===== src/rtl/wp_lock_pkg.sv =====
// Package: shared state codes, opcodes and walk kinds for the lock manager.
// Assumes the one-hot 3-bit state code is decoded elsewhere (program/erase gating).
package wp_lock_pkg;
    localparam logic [2:0] LK_TIGHT  = 3'b001;
    localparam logic [2:0] LK_LOCKED = 3'b010;
    localparam logic [2:0] LK_OPEN   = 3'b100;

    localparam logic [7:0] OP_OPEN_RANGE  = 8'h23;
    localparam logic [7:0] OP_OPEN_ALL    = 8'h27;
    localparam logic [7:0] OP_LOCK_RANGE  = 8'h2A;
    localparam logic [7:0] OP_TIGHT_RANGE = 8'h2C;

    typedef enum logic [1:0] {
        WK_OPEN  = 2'd0,
        WK_LOCK  = 2'd1,
        WK_TIGHT = 2'd2
    } walk_kind_t;
endpackage


===== src/rtl/wp_range_regs.sv =====
// Range index registers. A start write loads both indices; an end write loads
// only the end. Assumes the two strobes come from a decoded host write.
module wp_range_regs #(
    parameter int BLK_W = 4
) (
    input  logic             clk,
    input  logic             rst_n,
    input  logic             wr_start,
    input  logic             wr_end,
    input  logic [BLK_W-1:0] wdata,
    output logic [BLK_W-1:0] start_q,
    output logic [BLK_W-1:0] end_q
);
    // Load the range indices from host writes.
    always_ff @(posedge clk) begin
        if (!rst_n) begin
            start_q <= '0;
            end_q   <= '0;
        end else if (wr_start) begin
            start_q <= wdata;
            end_q   <= wdata;
        end else if (wr_end) begin
            end_q <= wdata;
        end
    end
endmodule


===== src/rtl/wp_lock_store.sv =====
// Per-block state store: one 3-bit register per block, one write port and two
// combinational read ports. Indices at or above NUM_BLOCKS read as zero.
module wp_lock_store
    import wp_lock_pkg::*;
#(
    parameter int NUM_BLOCKS = 12,
    parameter int BLK_W      = 4
) (
    input  logic             clk,
    input  logic             rst_n,
    input  logic             wr_en,
    input  logic [BLK_W-1:0] wr_idx,
    input  logic [2:0]       wr_state,
    input  logic [BLK_W-1:0] qa_idx,
    output logic [2:0]       qa_state,
    input  logic [BLK_W-1:0] qb_idx,
    output logic [2:0]       qb_state
);
    logic [2:0] st [NUM_BLOCKS];

    for (genvar g = 0; g < NUM_BLOCKS; g++) begin : g_blk
        // Hold one block's state; reset puts every block in the locked state.
        always_ff @(posedge clk) begin
            if (!rst_n)
                st[g] <= LK_LOCKED;
            else if (wr_en && (wr_idx == BLK_W'(g)))
                st[g] <= wr_state;
        end
    end

    // Query port read mux.
    always_comb begin
        qa_state = 3'b000;
        for (int i = 0; i < NUM_BLOCKS; i++)
            if (qa_idx == BLK_W'(i)) qa_state = st[i];
    end

    // Walk read mux.
    always_comb begin
        qb_state = 3'b000;
        for (int i = 0; i < NUM_BLOCKS; i++)
            if (qb_idx == BLK_W'(i)) qb_state = st[i];
    end
endmodule


===== src/rtl/wp_sweep_ctrl.sv =====
// Walk controller: accepts a lock command when idle and visits one block per
// clock. It stops at a lock-tight block (open/lock walks), at the end index,
// or at an index that does not exist (range error).
// Assumes cur_state is the combinational state of block cur_idx.
module wp_sweep_ctrl
    import wp_lock_pkg::*;
#(
    parameter int NUM_BLOCKS = 12,
    parameter int BLK_W      = 4
) (
    input  logic             clk,
    input  logic             rst_n,
    input  logic             cmd_valid,
    input  logic [7:0]       cmd_op,
    input  logic [BLK_W-1:0] rng_start,
    input  logic [BLK_W-1:0] rng_end,
    output logic [BLK_W-1:0] cur_idx,
    input  logic [2:0]       cur_state,
    output logic             st_wr_en,
    output logic [2:0]       st_wr_state,
    output logic [2:0]       last_written,
    output logic             busy,
    output logic             done,
    output logic             range_err
);
    localparam logic [BLK_W:0]   NB_EXT   = (BLK_W+1)'(NUM_BLOCKS);
    localparam logic [BLK_W-1:0] LAST_IDX = BLK_W'(NUM_BLOCKS - 1);

    logic             busy_q, done_q, err_q;
    walk_kind_t       kind_q;
    logic [BLK_W-1:0] cur_q, last_q;
    logic [2:0]       status_q;

    logic             dec_known, dec_ranged;
    walk_kind_t       dec_kind;
    logic [BLK_W-1:0] dec_first, dec_last;
    logic             accept, empty;
    logic             cur_exists, is_tight, is_open, blocked, finish;
    logic [2:0]       new_state;

    // Decode the opcode into a walk kind and its index bounds.
    always_comb begin
        dec_known  = 1'b1;
        dec_ranged = 1'b1;
        dec_kind   = WK_OPEN;
        dec_first  = rng_start;
        dec_last   = rng_end;
        case (cmd_op)
            OP_OPEN_RANGE:  dec_kind = WK_OPEN;
            OP_LOCK_RANGE:  dec_kind = WK_LOCK;
            OP_TIGHT_RANGE: dec_kind = WK_TIGHT;
            OP_OPEN_ALL: begin
                dec_ranged = 1'b0;
                dec_first  = '0;
                dec_last   = LAST_IDX;
            end
            default: dec_known = 1'b0;
        endcase
    end

    assign accept = cmd_valid && !busy_q && dec_known;
    assign empty  = dec_ranged && (rng_start > rng_end);

    // Judge the block under the walk pointer.
    always_comb begin
        cur_exists = {1'b0, cur_q} < NB_EXT;
        is_tight   = (cur_state == LK_TIGHT);
        is_open    = (cur_state == LK_OPEN);
        case (kind_q)
            WK_TIGHT: new_state = LK_TIGHT;
            WK_LOCK:  new_state = LK_LOCKED;
            default:  new_state = LK_OPEN;
        endcase
        blocked  = (kind_q != WK_TIGHT) && is_tight;
        st_wr_en = busy_q && cur_exists &&
                   ((kind_q == WK_TIGHT) ? !is_open : !is_tight);
        finish   = !cur_exists || blocked || (cur_q == last_q);
    end

    // Walk sequencing, done and error pulses.
    always_ff @(posedge clk) begin
        if (!rst_n) begin
            busy_q <= 1'b0;
            done_q <= 1'b0;
            err_q  <= 1'b0;
            kind_q <= WK_OPEN;
            cur_q  <= '0;
            last_q <= '0;
        end else begin
            done_q <= 1'b0;
            err_q  <= 1'b0;
            if (busy_q) begin
                if (finish) begin
                    busy_q <= 1'b0;
                    done_q <= 1'b1;
                    err_q  <= !cur_exists;
                end else begin
                    cur_q <= cur_q + 1'b1;
                end
            end else if (accept) begin
                if (empty) begin
                    done_q <= 1'b1;
                end else begin
                    busy_q <= 1'b1;
                    kind_q <= dec_kind;
                    cur_q  <= dec_first;
                    last_q <= dec_last;
                end
            end
        end
    end

    // Remember the most recently written state.
    always_ff @(posedge clk) begin
        if (!rst_n)
            status_q <= LK_LOCKED;
        else if (st_wr_en)
            status_q <= new_state;
    end

    assign cur_idx      = cur_q;
    assign st_wr_state  = new_state;
    assign last_written = status_q;
    assign busy         = busy_q;
    assign done         = done_q;
    assign range_err    = err_q;
endmodule


===== src/rtl/wp_lock_mgr.sv =====
// Top: per-block write-protect lock manager. Combines the range registers,
// the state store and the walk controller. Reset is synchronous, active low.
module wp_lock_mgr #(
    parameter int NUM_BLOCKS = 12,
    localparam int BLK_W     = (NUM_BLOCKS > 1) ? $clog2(NUM_BLOCKS) : 1
) (
    input  logic             clk,
    input  logic             rst_n,
    input  logic             rng_wr_start,
    input  logic             rng_wr_end,
    input  logic [BLK_W-1:0] rng_wdata,
    input  logic             cmd_valid,
    input  logic [7:0]       cmd_op,
    input  logic [BLK_W-1:0] qry_idx,
    output logic [2:0]       qry_state,
    output logic [BLK_W-1:0] rng_start,
    output logic [BLK_W-1:0] rng_end,
    output logic [15:0]      wp_status,
    output logic             busy,
    output logic             done,
    output logic             range_err
);
    logic [BLK_W-1:0] cur_idx;
    logic [2:0]       cur_state, wr_state, last_written;
    logic             wr_en;

    wp_range_regs #(.BLK_W(BLK_W)) u_range (
        .clk      (clk),
        .rst_n    (rst_n),
        .wr_start (rng_wr_start),
        .wr_end   (rng_wr_end),
        .wdata    (rng_wdata),
        .start_q  (rng_start),
        .end_q    (rng_end)
    );

    wp_lock_store #(.NUM_BLOCKS(NUM_BLOCKS), .BLK_W(BLK_W)) u_store (
        .clk      (clk),
        .rst_n    (rst_n),
        .wr_en    (wr_en),
        .wr_idx   (cur_idx),
        .wr_state (wr_state),
        .qa_idx   (qry_idx),
        .qa_state (qry_state),
        .qb_idx   (cur_idx),
        .qb_state (cur_state)
    );

    wp_sweep_ctrl #(.NUM_BLOCKS(NUM_BLOCKS), .BLK_W(BLK_W)) u_sweep (
        .clk          (clk),
        .rst_n        (rst_n),
        .cmd_valid    (cmd_valid),
        .cmd_op       (cmd_op),
        .rng_start    (rng_start),
        .rng_end      (rng_end),
        .cur_idx      (cur_idx),
        .cur_state    (cur_state),
        .st_wr_en     (wr_en),
        .st_wr_state  (wr_state),
        .last_written (last_written),
        .busy         (busy),
        .done         (done),
        .range_err    (range_err)
    );

    assign wp_status = {13'b0, last_written};
endmodule


===== config.mk =====
export PLATFORM = sky130hd
export DESIGN_NAME = wp_lock_mgr
export DESIGN_NICKNAME = d
export VERILOG_FILES = /design/src/rtl/wp_lock_pkg.sv /design/src/rtl/wp_range_regs.sv /design/src/rtl/wp_lock_store.sv /design/src/rtl/wp_sweep_ctrl.sv /design/src/rtl/wp_lock_mgr.sv
export SDC_FILE = /design/constraint.sdc
export NUM_CORES = 1
export LEC_CHECK = 0
export BUFFER_PORTS_ARGS = -buffer_cell sky130_fd_sc_hd__buf_2
export CAP_MARGIN = 5
export CORE_MARGIN = 3
export CORE_UTILIZATION = 55
export CTS_BUF_LIST = sky130_fd_sc_hd__clkbuf_4 sky130_fd_sc_hd__clkbuf_8
export CTS_CLUSTER_SIZE = 28
export DETAILED_ROUTE_END_ITERATION = 12
export PLACE_DENSITY = 0.77
export SLEW_MARGIN = 20
export SYNTH_ARGS = -nofsm -noshare
export SYNTH_HDL_FRONTEND = slang
export SYNTH_HIERARCHICAL = 1
export SYNTH_SLANG_ARGS = --single-unit

===== constraint.sdc =====
create_clock -name clk -period 4 [get_ports clk]
set_clock_uncertainty 0.1 [all_clocks]
set_input_delay 0.8 -clock clk [delete_from_list [all_inputs] [get_ports clk]]
set_output_delay 0.8 -clock clk [all_outputs]
set_load 0.05 [all_outputs]

==> results.ini <==
[floorplanning]
die_h_um=87.98
die-area_mm2=0.007740
io-pin-count=51
die_w_um=87.98
initial_core_util=0.5755
rows=29
core_area_mm2=0.006422

[critical_path]
cp_top_family=compound AO/OA/AOI/OAI gates
critical-path-max-stage-delay_ps=860
worstReg2RegEnd=u_store/st[2][5]$_SDFFCE_PN0P_
critical-path-slowest-cell=dfxtp_1
reg2reg_slack_ps=430
crit_type=reg -> reg
path_buf_inv=1
end_kind=flop
required_ps=3870
reg2regPathDepth=9
r2r-start=u_sweep/cur_idx[0]$_SDFFE_PN0P_
crit_chain=inv_1, a211o_1, a221o_1, a22oi_1, nor2b_1, a21oi_1, o21a_1, nand3b_1, o21ai_0
startpoint_type=flop
path_max_fanout=20
arrival_ps=3440

[routing]
wire_per_inst_um=17.69
drcViolationCount=0
vias=2863
viasPerCell=6.015
wl_met3_um=627
wl_met2_mm=4.163
wl_mm=8.421
drt_iter0_markers=206
drt_pass1_iterations=5
highest_layer=met4
ant_nets=0
met1Wirelength_mm=3.362

[power]
p_int_mw=1.085
power_density_mw_per_mm2=352.0
leakage_nw=1.461
p_comb_frac=0.110
seqPwrFrac=0.473
peakVddDrop_v=0.0002722
power.switching_uw=354.6
p_sw_frac=0.2463
p_clk_frac=0.417

[global_routing]
antenna_found_initial=0
grt_max_degree=35
grt.total_usage=0.2347
grt_pass1_vias=2772
grt_pass1_wl_mm=13.54
grt-ovfl-total=0

[worst_hold_path]
hold_start=u_range/end_q[1]$_SDFFE_PN0P_
hold_path_class=reg -> reg
holdPathEnd=u_range/end_q[1]$_SDFFE_PN0P_
hold-path-cell-count=2

[synth]
ys.flop_type=edfxtp_1
synth-edff-count=36
yosys_warnings=6
synth_area_leaders=edfxtp_1, dfxtp_1, mux2i_1, mux4_2, and2_1
synthesis.area_mm2=0.003696
synth_area_leader_cell=edfxtp_1
syn_avg_cell_area_um2=10.30
ys_seq_area_frac=0.4225
syn_inst=359
ys_types=57
synth.top_cell.area_share=0.2925
yosys_register_bits=60
async_flop_share=0

[cts]
cts_buffer_depth=2
postCtsHoldBufs=0
cts_resized=0
cts_tree=done
clock-sinks=60
htree_levels=3
clock_latency_ps=340
root_buffer=clkbuf_8
cts_setup_buffers=0
clk_pin_slew_ps=60
cts_made_buffers=9

[timing]
hold_viol_final=0
setup_viol=0
post-route-min-period_ps=3570
tightest_slew_ps=830.4
fmax_ghz=0.2801
rsz0062_at_grt=no
fin_crit_sh=0.8926
finalMaxSlewViolations=0
slew_headroom=0.4456
fin_tns_setup_ps=0

[cells_and_area]
fin_nets=423
antennaDiodeCount=0
layout-drive-gt1-share=0.2005
fillers=529
multi_input_area_mm2=0.001933
syn_to_final_growth_pct=10.70
seq_area_mm2=0.001562
fin_util=0.6371

[place]
place.gp.congestion=0.8905
hpwl_mm=6.283
port_buffers=37

[status]
status=completed

[run]
cap_violations=0

-- worst max path at each step --
stage,start,end,slack [ps],cells past startpoint
4_1_cts,u_sweep/cur_idx[0]$_SDFFE_PN0P_,u_store/st[2][3]$_SDFFCE_PN0P_,450,9
5_1_grt,u_sweep/cur_idx[0]$_SDFFE_PN0P_,u_store/st[2][1]$_SDFFCE_PN1P_,110,10
3_3_place_gp,u_sweep/cur_idx[0]$_SDFFE_PN0P_,u_store/st[2][3]$_SDFFCE_PN0P_,560,9
3_5_place_dp,u_sweep/cur_idx[0]$_SDFFE_PN0P_,u_store/st[2][3]$_SDFFCE_PN0P_,460,9
2_1_floorplan,qry_idx[1],qry_state[1],620,4
6_report,u_sweep/cur_idx[0]$_SDFFE_PN0P_,u_store/st[2][5]$_SDFFCE_PN0P_,430,9
-- stage by stage --
step	power (mW)	hold WS (ps)	area, um^2	std cells	worst slack (ps)
after global routing	1.488	414.8	4091	476	112.8
final	1.440	369.2	4091	476	429.5
after floorplan	0.8194	359.4	3741	371	624.4
after global placement	0.8475	354.8	3870	460	564.4
after detailed placement	0.8510	360.3	3870	460	464.6
after CTS	1.453	370.1	4091	476	446.2
-- routing by layer --
layer / global-route usage / up-vias
met5: 0 / -
met3: 0.04798 / 26
met1: 0.2825 / 1321
li1: - / 1368
met4: 0.1213 / 0
met2: 0.3966 / 148
-- worst reg2reg max path: stages (launching register included) --
cell	delay, ps
dfxtp_1	860
inv_1	170
a211o_1	290
a221o_1	290
a22oi_1	190
nor2b_1	80
a21oi_1	160
o21a_1	400
nand3b_1	190
o21ai_0	470
-- synthesized netlist by cell type (4+ instances only) --
| master | n |
|---|---|
| nand4_1 | 4 |
| nand4b_1 | 4 |
| ha_1 | 8 |
| mux2i_1 | 19 |
| o21ai_0 | 20 |
| o211ai_1 | 5 |
| nor3b_1 | 4 |
| nor2_1 | 27 |
| nor3_1 | 5 |
| dfxtp_1 | 24 |
| nand3_1 | 7 |
| mux4_2 | 8 |
| nand3b_1 | 6 |
| or3_1 | 11 |
| nor2b_1 | 9 |
| nand2b_1 | 13 |
| inv_1 | 11 |
| buf_4 | 16 |
| xnor2_1 | 6 |
| a21oi_1 | 7 |
| edfxtp_1 | 36 |
| o21ai_1 | 5 |
| clkbuf_1 | 11 |
| nand2_1 | 19 |
| and2_1 | 25 |
-- cell type report --
cell class / instances / area share
Clock buffer: 11 / 0.03547
Inverter: 11 / 0.01009
Timing Repair Buffer: 44 / 0.05810
Tap cell: 77 / 0.02355
Clock inverter: 5 / 0.01865
Sequential cell: 60 / 0.3817
Multi-Input combinational cell: 268 / 0.4725
-- state kept, by name, summed over array words and instances (netlist names) --
| name | flops |
|---|---|
| u_store/st | 36 |
| u_sweep/cur_idx | 4 |
| u_sweep/last_written | 3 |
| u_sweep/last_q | 4 |
| u_sweep/busy | 1 |
| u_sweep/done | 1 |
| u_sweep/kind_q | 2 |
| u_range/end_q | 4 |
| u_range/start_q | 4 |
| u_sweep/range_err | 1 |
-- power groups by stage --
| stage | Sequential, mW | Combinational [mW] | Clock [mW] |
|---|---|---|---|
| 2_1_floorplan | 0.706 | 0.113 | 0 |
| 3_3_place_gp | 0.694 | 0.154 | 0 |
| 3_5_place_dp | 0.694 | 0.157 | 0 |
| 4_1_cts | 0.680 | 0.158 | 0.614 |
| 5_1_grt | 0.682 | 0.170 | 0.636 |
| 6_report | 0.681 | 0.158 | 0.601 |
-- kinds of logic after synthesis --
family,after synthesis,synth area share
and+or+nand+nor,140,0.2143
xor gates and xnor gates,7,0.01659
AOI/OAI and AO/OA,69,0.1354
adders and majority gates,8,0.02708
buffers and inverters,43,0.06669
other,1,0.001015
DFF,60,0.4225
muxes,31,0.1165
-- cells in the final DEF, fill, tap and decap left out, types with 2 or more instances in the layout --
| master | count |
|---|---|
| or2_2 | 3 |
| o21ai_1 | 5 |
| nand3_1 | 7 |
| and2_1 | 25 |
| bufinv_16 | 2 |
| a21oi_1 | 7 |
| o21a_1 | 3 |
| o211ai_1 | 5 |
| o211a_1 | 3 |
| or3_1 | 11 |
| nor3b_1 | 4 |
| o21ai_0 | 20 |
| conb_1 | 13 |
| edfxtp_1 | 36 |
| a311oi_2 | 3 |
| mux4_2 | 8 |
| nand2b_1 | 13 |
| nand4b_1 | 4 |
| nand2_1 | 19 |
| dfxtp_1 | 24 |
| nor3_1 | 5 |
| a22o_1 | 2 |
| nor2_1 | 27 |
| a211oi_1 | 2 |
| ha_1 | 8 |
| mux2_2 | 3 |
| nand3b_1 | 6 |
| mux2i_1 | 19 |
| xnor2_1 | 6 |
| nor2b_1 | 9 |
| nand4_1 | 4 |
| buf_2 | 37 |
| clkbuf_8 | 10 |
| buf_4 | 7 |
| o22ai_1 | 3 |
| inv_1 | 11 |
(Power assumes the default switching activity.)
